**src/rtl/pu_store_pkg.sv**
```systemverilog
// Package: shared types for the post-update store unit.
// Assumes a 64-bit datapath with eight byte lanes.
package pu_store_pkg;
    // Access size codes; bytes = 1 << code.
    typedef enum logic [1:0] {
        SZ_BYTE = 2'd0,
        SZ_HALF = 2'd1,
        SZ_WORD = 2'd2,
        SZ_DBL  = 2'd3
    } size_e;

    // Control states.
    typedef enum logic [1:0] {
        ST_IDLE   = 2'd0,
        ST_SEND   = 2'd1,
        ST_REJECT = 2'd2
    } state_e;
endpackage

```
**src/rtl/pu_ea_gen.sv**
```systemverilog
// Module: effective-address adder. Adds base and index, with the index
// optionally shifted left by (shamt + 1). Purely combinational; the sum
// wraps modulo 2^XLEN.
module pu_ea_gen #(
    parameter int XLEN = 64,
    parameter int SH_W = 2
) (
    input  logic [XLEN-1:0] base_val,
    input  logic [XLEN-1:0] index_val,
    input  logic [SH_W-1:0] shamt,
    input  logic            scale_en,
    output logic [XLEN-1:0] ea
);
    localparam int AMT_W = SH_W + 1;

    logic [AMT_W-1:0] amt;
    logic [XLEN-1:0]  scaled;

    // Shift distance is the field plus one, only when scaling is on.
    always_comb begin
        amt    = {1'b0, shamt} + AMT_W'(1);
        scaled = scale_en ? (index_val << amt) : index_val;
        ea     = base_val + scaled;
    end
endmodule

```
**src/rtl/pu_lane_pack.sv**
```systemverilog
// Module: lane formatter. Builds the byte-enable mask and places the low
// bytes of the source into lanes starting at the address offset
// (little-endian lane order). Bytes pushed past the top lane are dropped.
module pu_lane_pack #(
    parameter int XLEN = 64
) (
    input  logic [1:0]                  size,
    input  logic [$clog2(XLEN/8)-1:0]   offset,
    input  logic [XLEN-1:0]             src,
    output logic [XLEN/8-1:0]           be,
    output logic [XLEN-1:0]             wdata
);
    localparam int LANES = XLEN / 8;

    logic [LANES-1:0] nmask;
    logic [XLEN-1:0]  dmask;

    // Lanes covered by the access before alignment.
    always_comb begin
        for (int i = 0; i < LANES; i++) begin
            nmask[i] = (i < (1 << size));
        end
    end

    // Expand the lane mask to a bit mask.
    for (genvar g = 0; g < LANES; g++) begin : g_lane
        assign dmask[8*g +: 8] = {8{nmask[g]}};
    end

    // Shift mask and masked data up to the offset lane.
    always_comb begin
        be    = nmask << offset;
        wdata = (src & dmask) << {offset, 3'b000};
    end
endmodule

```
**src/rtl/pu_store_ctrl.sv**
```systemverilog
// Module: request sequencer. Idle accepts one request; a zero base index
// goes to a one-cycle reject state, otherwise the memory request is held
// until ready. Synchronous active-low reset.
module pu_store_ctrl
    import pu_store_pkg::*;
(
    input  logic clk,
    input  logic rst_n,
    input  logic req_valid,
    input  logic base_zero,
    input  logic mem_ready,
    output logic req_ready,
    output logic load,
    output logic mem_valid,
    output logic wb_fire,
    output logic illegal,
    output logic done
);
    state_e state_q;
    logic   take;

    // Decode outputs from the current state.
    always_comb begin
        req_ready = (state_q == ST_IDLE);
        take      = req_valid && req_ready;
        load      = take && !base_zero;
        mem_valid = (state_q == ST_SEND);
        wb_fire   = mem_valid && mem_ready;
        illegal   = (state_q == ST_REJECT);
        done      = wb_fire || illegal;
    end

    // State register.
    always_ff @(posedge clk) begin
        if (!rst_n) begin
            state_q <= ST_IDLE;
        end else begin
            case (state_q)
                ST_IDLE:   if (take) state_q <= base_zero ? ST_REJECT : ST_SEND;
                ST_SEND:   if (mem_ready) state_q <= ST_IDLE;
                default:   state_q <= ST_IDLE;
            endcase
        end
    end
endmodule

```
**src/rtl/pu_store_unit.sv**
```systemverilog
// Module: post-update indexed store unit (top). Writes at the old base
// address, computes base + scaled index, and returns that sum to the base
// register as the memory handshake completes. Assumes the requester holds
// the request fields while req_valid is high.
module pu_store_unit #(
    parameter int XLEN  = 64,
    parameter int IDX_W = 5,
    parameter int SH_W  = 2
) (
    input  logic              clk,
    input  logic              rst_n,
    input  logic              req_valid,
    output logic              req_ready,
    input  logic [IDX_W-1:0]  req_base_idx,
    input  logic [XLEN-1:0]   req_base_val,
    input  logic [XLEN-1:0]   req_index_val,
    input  logic [XLEN-1:0]   req_src_val,
    input  logic [SH_W-1:0]   req_shamt,
    input  logic [1:0]        req_size,
    input  logic              req_scale_en,
    output logic              mem_valid,
    input  logic              mem_ready,
    output logic [XLEN-1:0]   mem_addr,
    output logic [XLEN/8-1:0] mem_be,
    output logic [XLEN-1:0]   mem_wdata,
    output logic              wb_valid,
    output logic [IDX_W-1:0]  wb_idx,
    output logic [XLEN-1:0]   wb_data,
    output logic              illegal,
    output logic              done
);
    localparam int LANES = XLEN / 8;
    localparam int OFF_W = $clog2(LANES);

    logic [XLEN-1:0]  ea_d;
    logic [LANES-1:0] be_d;
    logic [XLEN-1:0]  wdata_d;
    logic             load;
    logic             base_zero;

    logic [XLEN-1:0]  addr_q, ea_q, wdata_q;
    logic [LANES-1:0] be_q;
    logic [IDX_W-1:0] idx_q;

    assign base_zero = (req_base_idx == '0);

    pu_ea_gen #(.XLEN(XLEN), .SH_W(SH_W)) u_ea (
        .base_val  (req_base_val),
        .index_val (req_index_val),
        .shamt     (req_shamt),
        .scale_en  (req_scale_en),
        .ea        (ea_d)
    );

    pu_lane_pack #(.XLEN(XLEN)) u_pack (
        .size   (req_size),
        .offset (req_base_val[OFF_W-1:0]),
        .src    (req_src_val),
        .be     (be_d),
        .wdata  (wdata_d)
    );

    pu_store_ctrl u_ctrl (
        .clk       (clk),
        .rst_n     (rst_n),
        .req_valid (req_valid),
        .base_zero (base_zero),
        .mem_ready (mem_ready),
        .req_ready (req_ready),
        .load      (load),
        .mem_valid (mem_valid),
        .wb_fire   (wb_valid),
        .illegal   (illegal),
        .done      (done)
    );

    // Capture the formatted request on acceptance; hold until the next one.
    always_ff @(posedge clk) begin
        if (!rst_n) begin
            addr_q  <= '0;
            ea_q    <= '0;
            wdata_q <= '0;
            be_q    <= '0;
            idx_q   <= '0;
        end else if (load) begin
            addr_q  <= req_base_val;
            ea_q    <= ea_d;
            wdata_q <= wdata_d;
            be_q    <= be_d;
            idx_q   <= req_base_idx;
        end
    end

    // Drive the memory and write-back fields from the held request.
    always_comb begin
        mem_addr  = addr_q;
        mem_be    = be_q;
        mem_wdata = wdata_q;
        wb_idx    = idx_q;
        wb_data   = ea_q;
    end
endmodule

```
**config.mk**
```make
export PLATFORM = sky130hd
export DESIGN_NAME = pu_store_unit
export DESIGN_NICKNAME = d
export VERILOG_FILES = /design/src/rtl/pu_store_pkg.sv /design/src/rtl/pu_ea_gen.sv /design/src/rtl/pu_lane_pack.sv /design/src/rtl/pu_store_ctrl.sv /design/src/rtl/pu_store_unit.sv
export SDC_FILE = /design/constraint.sdc
export NUM_CORES = 1
export LEC_CHECK = 0
export ABC_CLOCK_PERIOD_IN_PS = 5500
export BUFFER_PORTS_ARGS = -buffer_cell sky130_fd_sc_hd__buf_2
export CAP_MARGIN = 20
export CORE_ASPECT_RATIO = 0.9
export CORE_MARGIN = 1.5
export CORE_UTILIZATION = 56
export CTS_BUF_LIST = sky130_fd_sc_hd__clkbuf_2
export DETAILED_ROUTE_END_ITERATION = 16
export PLACE_DENSITY = 0.81
export SLEW_MARGIN = 0
export SYNTH_ARGS = -nofsm -noshare
export SYNTH_HDL_FRONTEND = slang
export SYNTH_SLANG_ARGS = --single-unit
```
**constraint.sdc**
```tcl
create_clock -name clk -period 5.5 [get_ports clk]
set_clock_uncertainty 0.1 [all_clocks]
set_input_delay 0.55 -clock clk [delete_from_list [all_inputs] [get_ports clk]]
set_output_delay 0.55 -clock clk [all_outputs]
set_load 0.05 [all_outputs]
```
==> run summary <==
Status - completed
Yosys cell types - 82
Syn nets - 2377
Period utilization - 78.06%
Area Growth Syn to Fin - 20.68%
Postcts setup bufs - 0
Worst r2r src - u_ctrl.state_q[1]
Hold path depth - 3
All-Layer GR Usage - 36.72%
Vias in the first global route - 16670
Synthesized flop and latch total - 207
Final #Nets - 2760
Setup Crit Path Kind - in -> reg
Number of port buffers - 415
Hold EP - u_ctrl.state_q[1]
Worst slew pin tran - 1.030 ns
Synthesized area - 15700 µm²
Reg2reg end - wb_data[56]
Final ANT Viol Nets - 0
Final hold violations - 0
Worst-path clk slew - 0.10 ns
Core box area - 27240 µm²
Critical path launch point type - input pin
F_max - 232.9 MHz
Max-slew violation count - 0
Largest net degree at the start of global routing - 228
R2R depth - 8
CTS tree - done
Vias per inst - 6.058
Maxcap violations - 0
Hold crit path type - in -> reg
Min Tclk post-route - 4.293 ns
Leakage - 8.943 nW
Ys flop type - dfxtp_1
WP data arrival - 4.98 ns
GRT overflow - 0
Latest clock arrival within the worst-skew pair - 0.83 ns
R2R Setup Slk - 2.62 ns
Post-synth EDFFs - 0
Drt total wl - 56130 µm
Critical Path RT - 6.19 ns
Peak VDD IR - 0.0002174 V
H-tree levels - 2
Crit end category - flip-flop
Die area - 29040 µm²
Gp weighted congestion - 0.9338
Post-Syn Area per Cell - 7.453 µm²
Number of CTS-inserted buffers - 55
Commonest non-fill, non-tap cell in the layout - nand2_1
Share of flip-flops with an asynchronous set or reset - 0%
Hold_sp - req_valid
Share of layout cells above drive strength 1 - 22.13%
Overall Power - 5.086 mW
Rows - 57
Pwr dens - 268.5 nW/µm²
Final Setup Violations - 0
Root Buffer - clkbuf_2
Initial antenna violation count - 2
Pre-Repair DR Iteration Count - 6
TritonCTS Sinks - 207
Initial Util - 57.61%
Max Buffers Root-to-Sink - 3
Crit path max fanout - 43
Seq/Total Area, Yosys - 26.40%
Post-route DRC - 0
Max-slew headroom - 30.83%
Worst-case hold slack - 0.09590 ns
Non-filler cells, final - 2882
Unrepaired setup endpoints after global routing - no
Top Ports - 416
First-pass GRT wire length - 87670 µm
Post-DP HPWL - 40790 µm
Most frequent cells in the layout - nand2_1, buf_2, dfxtp_1
TNS Setup - 0 ns
Filler Cells Inserted - 2382
Placed insts - 2710
Horiz. Die Dim - 179.5 µm
Post-Syn Instances - 2106
Wire per inst - 19.47 µm
Synthesis Warnings - 0
Via Count - 17460
DIE HEIGHT - 161.8 µm
# resized after CTS - 0
DR iter-0 viols - 1574
## logic make-up after synthesis
kind of cell	after synthesis	synth area share (%)
adders and majority gates	65	5.230
AOI/OAI and AO/OA	593	25.85
DFF	207	26.40
and+or+nand+nor	811	23.49
buffers and inverters	208	5.126
muxes	172	11.11
xor gates and xnor gates	50	2.790
## worst max path at each step
| stage | start | end | slack [ns] | cells past startpoint |
|---|---|---|---|---|
| 6_report | req_shamt[0] | wb_data[59] | 1.21 | 17 |
| 5_1_grt | req_shamt[0] | wb_data[60] | 1.02 | 18 |
| 4_1_cts | req_shamt[0] | wb_data[59] | 1.37 | 17 |
| 3_5_place_dp | req_shamt[0] | wb_data[59] | 0.43 | 17 |
| 3_3_place_gp | req_shamt[0] | wb_data[57] | 0.55 | 17 |
| 2_1_floorplan | req_shamt[0] | wb_data[51] | 0.72 | 20 |
## registers in the layout, summed over array words and instances, names as in the netlist
| signal | count |
|---|---|
| u_ctrl.state_q | 2 |
| mem_addr | 64 |
| mem_wdata | 64 |
| wb_data | 64 |
| wb_idx | 5 |
| mem_be | 8 |
## Yosys cell counts (9+ instances only)
cell type  count  share of area (%)
nand2_1      413                9.9
dfxtp_1      207                 26
mux2i_1      163                 10
nor2_1       137                3.3
clkbuf_1     131                3.1
a21oi_1      125                4.0
a21boi_0      98                4.7
o21ai_0       85                2.7
ha_1          64                5.1
a31oi_1       60                2.4
nor2b_1       58                2.3
nor3_1        54                1.7
nand3_1       45                1.4
a21o_1        39                1.9
a211oi_1      33                1.6
and2_1        32                1.3
buf_1         32               0.77
xnor2_1       32                1.8
inv_1         29               0.69
nand4_1       26                1.0
o211a_1       20                1.3
xor2_1        18                1.0
o221ai_1      17               0.95
o21bai_1      14               0.67
buf_2         13               0.41
a22oi_1       11               0.53
o21a_1        11               0.53
nand2b_1       9               0.36
o211ai_1       9               0.43
## final cells by class
type	instances	area, µm²	area share (%)
inverter	31	116.4	0.6143
antenna	2	5.005	0.02642
tap	354	442.9	2.338
sequential	207	4144	21.88
clock buffer	78	390.4	2.061
timing repair buffer	503	2963	15.64
multi-input combinational	1691	10780	56.90
clock inverter	16	102.6	0.5417
## critical path, cell delays in order
cell and delay (ns):
buf_4 0.20, ha_4 0.74, buf_4 0.52, mux2i_1 0.29
mux2i_1 0.13, nand2_1 0.11, a31oi_1 0.09, ha_1 0.46
nand2_1 0.18, nor2_1 0.19, nand3_1 0.13, nor3_1 0.35
a2111oi_4 0.11, o31a_1 0.31, o31ai_1 0.31, nand4b_1 0.14
o211ai_1 0.13
## report_power, final
group | switching (mW) | internal, mW
logic | 1.53 | 0.749
clock network | 0.682 | 0.434
registers | 0.0691 | 1.62
total | 2.28 | 2.81
## per-stage QoR
stage	area, µm²	utilization, %	setup slack [ns]
final	18940	69.52	1.207
after global routing	18940	69.52	1.020
after CTS	18940	69.50	1.366
after detailed placement	17680	64.90	0.4289
after global placement	17680	64.90	0.5470
after floorplan	15700	-	0.7185
## routing by layer
layer	up-vias	global-route usage (%)	routed length [µm]
met2	865	62.94	26480
met1	8162	45.71	23180
met4	0	16.63	2500
met5	-	0	0
met3	164	5.516	3968
li1	8267	-	-
## timing repair
item	in CTS	in global routing
hold buffers	76	0
endpoints found under the setup margin	0	0
hold endpoints to repair	78	0
No activity file was read; power rests on OpenSTA's default activity.
